File: config.mk
export PLATFORM = sky130hd
export DESIGN_NAME = bankreg_file
export DESIGN_NICKNAME = d
export VERILOG_FILES = /design/src/rtl/bankreg_pkg.sv /design/src/rtl/bankreg_map.sv /design/src/rtl/bankreg_store.sv /design/src/rtl/bankreg_spsr.sv /design/src/rtl/bankreg_file.sv
export SDC_FILE = /design/constraint.sdc
export NUM_CORES = 2
export LEC_CHECK = 0
export ABC_AREA = 1
export ABC_CLOCK_PERIOD_IN_PS = 7700
export BUFFER_PORTS_ARGS = -buffer_cell sky130_fd_sc_hd__buf_2
export CAP_MARGIN = 20
export CORE_MARGIN = 2
export CORE_UTILIZATION = 50
export CTS_BUF_LIST = sky130_fd_sc_hd__clkbuf_4 sky130_fd_sc_hd__clkbuf_8
export DETAILED_ROUTE_END_ITERATION = 8
export PLACE_DENSITY = 0.66
export SETUP_SLACK_MARGIN = 0.02
export SLEW_MARGIN = 20
export SYNTH_ARGS = -nofsm -noshare
export SYNTH_HDL_FRONTEND = slang
export SYNTH_SLANG_ARGS = --single-unit
File: constraint.sdc
create_clock -name clk -period 7.7 [get_ports clk]
set_input_delay 0.77 -clock clk [delete_from_list [all_inputs] [get_ports clk]]
set_output_delay 0.77 -clock clk [all_outputs]
set_load 0.005 [all_outputs]
File: src/rtl/bankreg_pkg.sv
package bankreg_pkg;

  typedef enum logic [2:0] {
    MD_USR = 3'd0,
    MD_FIQ = 3'd1,
    MD_IRQ = 3'd2,
    MD_SVC = 3'd3,
    MD_ABT = 3'd4,
    MD_UND = 3'd5,
    MD_RSV = 3'd6,
    MD_SYS = 3'd7
  } mode_e;

  localparam int NUM_LOGICAL  = 16;
  localparam int PC_IDX       = 15;
  localparam int FIQ_FIRST    = 7;
  localparam int SP_IDX       = 13;
  localparam int LR_IDX       = 14;
  localparam int COMMON_COUNT = 15;
  localparam int FIQ_COUNT    = LR_IDX - FIQ_FIRST + 1;
  localparam int EXC_MODES    = 4;
  localparam int N_PHYS       = COMMON_COUNT + FIQ_COUNT + 2 * EXC_MODES;
  localparam int N_SPSR       = EXC_MODES + 1;
  localparam int PHYS_W       = $clog2(N_PHYS);
  localparam int SPSR_W       = $clog2(N_SPSR);

  // Logical-to-physical index translation for a given mode.
  function automatic logic [PHYS_W-1:0] phys_of(input mode_e m, input logic [3:0] idx);
    int i;
    int r;
    i = int'(idx);
    r = i;
    if (m == MD_FIQ && i >= FIQ_FIRST && i <= LR_IDX)
      r = COMMON_COUNT + (i - FIQ_FIRST);
    else if ((i == SP_IDX || i == LR_IDX) &&
             (m == MD_IRQ || m == MD_SVC || m == MD_ABT || m == MD_UND))
      r = COMMON_COUNT + FIQ_COUNT + 2 * (int'(m) - int'(MD_IRQ)) + (i - SP_IDX);
    return PHYS_W'(r);
  endfunction

  function automatic logic has_spsr(input mode_e m);
    return (m == MD_FIQ || m == MD_IRQ || m == MD_SVC || m == MD_ABT || m == MD_UND);
  endfunction

  function automatic logic [SPSR_W-1:0] spsr_slot(input mode_e m);
    int s;
    s = has_spsr(m) ? int'(m) - int'(MD_FIQ) : 0;
    return SPSR_W'(s);
  endfunction

endpackage

File: src/rtl/bankreg_map.sv
module bankreg_map
  import bankreg_pkg::*;
(
  input  logic [2:0]        mode,
  input  logic [3:0]        idx,
  output logic [PHYS_W-1:0] phys,
  output logic              is_pc
);
  mode_e m;
  always_comb begin
    m     = mode_e'(mode);
    phys  = phys_of(m, idx);
    is_pc = (int'(idx) == PC_IDX);
  end
endmodule

File: src/rtl/bankreg_store.sv
module bankreg_store
  import bankreg_pkg::*;
#(
  parameter int DATA_W = 32,
  parameter int DEPTH  = N_PHYS
) (
  input  logic                     clk,
  input  logic                     rst_n,
  input  logic                     we,
  input  logic [PHYS_W-1:0]        waddr,
  input  logic [DATA_W-1:0]        wdata,
  input  logic [PHYS_W-1:0]        raddr_a,
  input  logic [PHYS_W-1:0]        raddr_b,
  output logic [DATA_W-1:0]        rdata_a,
  output logic [DATA_W-1:0]        rdata_b,
  output logic [DEPTH-1:0]         we_vec
);
  logic [DATA_W-1:0] regs [DEPTH];

  genvar g;
  generate
    for (g = 0; g < DEPTH; g++) begin : g_reg
      assign we_vec[g] = we && (int'(waddr) == g);
      always_ff @(posedge clk) begin
        if (!rst_n)        regs[g] <= '0;
        else if (we_vec[g]) regs[g] <= wdata;
      end
    end
  endgenerate

  always_comb begin
    rdata_a = (int'(raddr_a) < DEPTH) ? regs[raddr_a] : '0;
    rdata_b = (int'(raddr_b) < DEPTH) ? regs[raddr_b] : '0;
  end
endmodule

File: src/rtl/bankreg_spsr.sv
module bankreg_spsr
  import bankreg_pkg::*;
#(
  parameter int DATA_W = 32,
  parameter int SLOTS  = N_SPSR
) (
  input  logic              clk,
  input  logic              rst_n,
  input  logic              valid,
  input  logic [SPSR_W-1:0] slot,
  input  logic              we,
  input  logic [DATA_W-1:0] wdata,
  output logic [DATA_W-1:0] rdata,
  output logic [SLOTS-1:0]  we_vec
);
  logic [DATA_W-1:0] words [SLOTS];

  genvar g;
  generate
    for (g = 0; g < SLOTS; g++) begin : g_word
      assign we_vec[g] = we && valid && (int'(slot) == g);
      always_ff @(posedge clk) begin
        if (!rst_n)         words[g] <= '0;
        else if (we_vec[g]) words[g] <= wdata;
      end
    end
  endgenerate

  always_comb begin
    rdata = (valid && int'(slot) < SLOTS) ? words[slot] : '0;
  end
endmodule

File: src/rtl/bankreg_file.sv
module bankreg_file
  import bankreg_pkg::*;
#(
  parameter int DATA_W = 32
) (
  input  logic              clk,
  input  logic              rst_n,
  input  logic [2:0]        mode,
  input  logic [DATA_W-1:0] pc_in,
  input  logic [3:0]        rd_a_idx,
  output logic [DATA_W-1:0] rd_a_data,
  input  logic [3:0]        rd_b_idx,
  output logic [DATA_W-1:0] rd_b_data,
  input  logic              wr_en,
  input  logic [3:0]        wr_idx,
  input  logic [DATA_W-1:0] wr_data,
  input  logic              psr_wr_en,
  input  logic [DATA_W-1:0] psr_wr_data,
  output logic [DATA_W-1:0] psr_rd_data
);
  localparam int NPORT = 3;  // read A, read B, write

  logic [3:0]        idx_arr  [NPORT];
  logic [PHYS_W-1:0] phys_arr [NPORT];
  logic              pc_arr   [NPORT];

  assign idx_arr[0] = rd_a_idx;
  assign idx_arr[1] = rd_b_idx;
  assign idx_arr[2] = wr_idx;

  genvar p;
  generate
    for (p = 0; p < NPORT; p++) begin : g_map
      bankreg_map u_map (
        .mode  (mode),
        .idx   (idx_arr[p]),
        .phys  (phys_arr[p]),
        .is_pc (pc_arr[p])
      );
    end
  endgenerate

  // Named events for the checker.
  logic                gpr_we;
  logic [N_PHYS-1:0]   gpr_we_vec;
  logic [N_SPSR-1:0]   spsr_we_vec;
  logic                spsr_valid;
  logic [SPSR_W-1:0]   spsr_idx;
  logic [DATA_W-1:0]   store_a;
  logic [DATA_W-1:0]   store_b;

  assign gpr_we     = wr_en && !pc_arr[2];
  assign spsr_valid = has_spsr(mode_e'(mode));
  assign spsr_idx   = spsr_slot(mode_e'(mode));

  bankreg_store #(.DATA_W(DATA_W), .DEPTH(N_PHYS)) u_store (
    .clk     (clk),
    .rst_n   (rst_n),
    .we      (gpr_we),
    .waddr   (phys_arr[2]),
    .wdata   (wr_data),
    .raddr_a (phys_arr[0]),
    .raddr_b (phys_arr[1]),
    .rdata_a (store_a),
    .rdata_b (store_b),
    .we_vec  (gpr_we_vec)
  );

  bankreg_spsr #(.DATA_W(DATA_W), .SLOTS(N_SPSR)) u_spsr (
    .clk    (clk),
    .rst_n  (rst_n),
    .valid  (spsr_valid),
    .slot   (spsr_idx),
    .we     (psr_wr_en),
    .wdata  (psr_wr_data),
    .rdata  (psr_rd_data),
    .we_vec (spsr_we_vec)
  );

  assign rd_a_data = pc_arr[0] ? pc_in : store_a;
  assign rd_b_data = pc_arr[1] ? pc_in : store_b;
endmodule

==> results.sh <==
export IMPL_fp_dieW_um=363.4
export IMPL_die_y_um=363.4
export IMPL_worst_slew_pin_slew_ns=1.149
export IMPL_ys_seq_elements=1152
export IMPL_avgSynthCellArea_um2=7.970
export IMPL_synth_seq_area_share_pct=53.56
export IMPL_min_from="psr_wr_data[30]"
export IMPL_cts_tree="yes"
export IMPL_power_leakage_uw=0.02961
export IMPL_antenna_found_initial=8
export IMPL_core_um2=127800
export IMPL_outcome="finished, final reports clean"
export IMPL_post_route_drc_count=0
export IMPL_async_flop_share_pct=0
export IMPL_clk_pin_slew_ns=0.06
export IMPL_crit_top_cell="nand2_1"
export IMPL_postSynthCellCount=8104
export IMPL_place_hpwl_um=146500
export IMPL_antenna_left=0
export IMPL_postCtsSetupBuffers=0
export IMPL_cts_max_path_buffers=3
export IMPL_yosys_warnings=0
export IMPL_slew_headroom_pct=23.31
export IMPL_yosys_area_top_type_share_pct=53.56
export IMPL_cts_resized=0
export IMPL_crit_path_top_delay_cell="clkinv_2"
export IMPL_final_cell_area_um2=70460
export IMPL_synth_top_area_cell="edfxtp_1"
export IMPL_synth_nets=8239
export IMPL_period_needed_ns=6.382
export IMPL_cpLargestDelayFamily="buffers and inverters"
export IMPL_setup_viol=0
export IMPL_nFillCells=11770
export IMPL_wl_per_cell_um=25.57
export IMPL_critPathKind="input pin to primary output"
export IMPL_power_density_nw_per_um2=221.4
export IMPL_critPathLaunchType="input pin"
export IMPL_met2_usage_pct=55.08
export IMPL_synth_edf_count=1152
export IMPL_busiest_layer="met2"
export IMPL_crit_buf_inv=6
export IMPL_hold_violations=0
export IMPL_grt_max_degree=190
export IMPL_crit_arrival_ns=5.61
export IMPL_rsz0062_at_grt="false"
export IMPL_cap_violations=0
export IMPL_synth_area_leaders="edfxtp_1 54%, nor2_1 11%, nand3_1 8.4%"
export IMPL_hold_buffers=0
export IMPL_slew_viol_final=0
export IMPL_vias=60210
export IMPL_grt_ovfl_total=0
export IMPL_dr_pass1_iters=7
export IMPL_grt_pass1_wl_um=362200
export IMPL_gp_congestion=0.9631
export IMPL_drive_gt1_share_pct=9.691
export IMPL_die_area_um2=132100
export IMPL_ir_drop_uv=197.6
export IMPL_multi_input_area_um2=24990
export IMPL_regArea_um2=34590
export IMPL_place_area_um2=66640
export IMPL_syn_area_um2=64590
export IMPL_fp_row_count=131
export IMPL_cp_end_kind="primary output"
export IMPL_grt_pass1_vias=55840
export IMPL_synth_main_ff_cell="edfxtp_1"
export IMPL_clock_fmax_mhz=156.7
export IMPL_worstPathRequired_ns=6.93
export IMPL_area_growth_pct=9.099
export IMPL_slowest_delay_ns=0.88
export IMPL_fin_tns_setup_ns=0
export IMPL_numCtsBuffers=196
export IMPL_cts_root_buf="clkbuf_8"
export IMPL_drt_iter0_drc=9893
export IMPL_final_cell_count_no_fill=9828
export IMPL_totalWireLength_um=251300
export IMPL_vias_per_cell=6.126
export IMPL_critPathMaxFanout=34
export IMPL_gr_usage_met1_pct=48.75
export IMPL_min_to="u_spsr.words[4][30]$_SDFFCE_PN0P_"
export IMPL_min_path_type="input pin to flop"
export IMPL_met3_usage_pct=10.72
export IMPL_floorplan_initialDensity_pct=50.52
export IMPL_cts_max_level=4
export IMPL_yosysUniqueCellTypes=33
export IMPL_hold_path_depth=3
export IMPL_ios=211
export IMPL_portBuffers=210
export IMPL_final_nets=8143
export IMPL_clkSinkCount=1152
export IMPL_cp_cell_sequence="buf_2 -> inv_1 -> ha_1 -> xnor2_1 -> ha_1 -> inv_1 -> fa_1 -> nand2_1 -> nand2_1 -> nand2_1 -> nand2_4 -> clkinv_2 -> buf_4 -> nand3_1 -> nand3_1 -> nand2_1 -> nand2_1 -> nand2_1 -> buf_2"
export IMPL_grtUsageTotal_pct=37.42
export IMPL_placed_cells=9468
export IMPL_fin_crit_sh_pct=82.89
[placed cells by master, fill, tap and decap left out, drive strengths merged]
cell,instances
nor2,1936
nand2,1449
edfxtp,1152
nand3,1102
a21oi,777
inv,680
buf,376
clkbuf,265
o21ai,240
clkinv,85
o2111ai,31
mux2i,24
ha,17
nand4,8
xnor2,6
xor2,5
diode,4
fa,3
a31oi,2
nor3,2
a211oi,1
o31ai,1
[per-layer routing]
layer | up-vias | wire length (um)
li1 | 26480 | -
met2 | 4831 | 106500
met1 | 27970 | 90480
met5 | - | 73
met4 | 12 | 16920
met3 | 924 | 37280
[through the flow]
stage	utilization, %	hold slack, ns	setup slack (ns)	total power (uW)
2_1_floorplan	-	1.009	2.068	9085
3_3_place_gp	52.11	1.124	1.541	10120
3_5_place_dp	52.12	1.130	1.577	10160
4_1_cts	55.03	0.1004	1.569	15490
5_1_grt	55.11	0.1631	1.305	16070
6_report	55.11	0.1751	1.318	15600
[worst max path at each step]
stage | startpoint | to | slack [ns] | depth (start not counted)
6_report | mode[1] | rd_a_data[30] | 1.32 | 19
2_1_floorplan | mode[0] | u_store.regs[11][0]$_SDFFCE_PN0P_ | 2.07 | 13
4_1_cts | mode[1] | rd_a_data[30] | 1.57 | 19
3_5_place_dp | mode[1] | rd_a_data[30] | 1.58 | 19
3_3_place_gp | mode[0] | rd_a_data[30] | 1.54 | 19
5_1_grt | mode[0] | rd_a_data[30] | 1.31 | 19
[synthesized netlist by cell type, types with 24 or more instances]
library cell / count
nand3_1: 1081
buf_1: 47
o2111ai_1: 31
buf_2: 215
a21oi_1: 777
inv_1: 666
edfxtp_1: 1152
o21ai_0: 235
nor2_1: 1919
clkbuf_1: 389
mux2i_1: 24
nand2_1: 1435
[logic make-up after synthesis]
logic type	Yosys count	share of synthesized area, %
muxes	24	0.3720
AOI/OAI and AO/OA	1052	8.379
buffers and inverters	1348	8.367
and+or+nand+nor	4497	28.75
DFF	1152	53.56
xor gates and xnor gates	11	0.1492
adders and majority gates	20	0.4223
[sequential cells by signal, summed over array words and instances (netlist names)]
| signal | cells |
|---|---|
| u_spsr.words | 160 |
| u_store.regs | 992 |
[cell type report]
| type | instances | share of cell area [%] |
|---|---|---|
| sequential | 1152 | 49.09 |
| multi-input combinational | 5604 | 35.47 |
| clock buffer | 265 | 4.564 |
| inverter | 678 | 3.626 |
| timing repair buffer | 376 | 3.566 |
| tap | 1662 | 2.951 |
| clock inverter | 87 | 0.7192 |
| antenna | 4 | 0.01421 |
[power by group]
| group | internal (uW) | switching (uW) |
|---|---|---|
| clock network | 2730 | 2720 |
| logic | 701 | 2030 |
| registers | 7280 | 139 |
| total | 10700 | 4890 |
(Power assumes the default switching activity.)
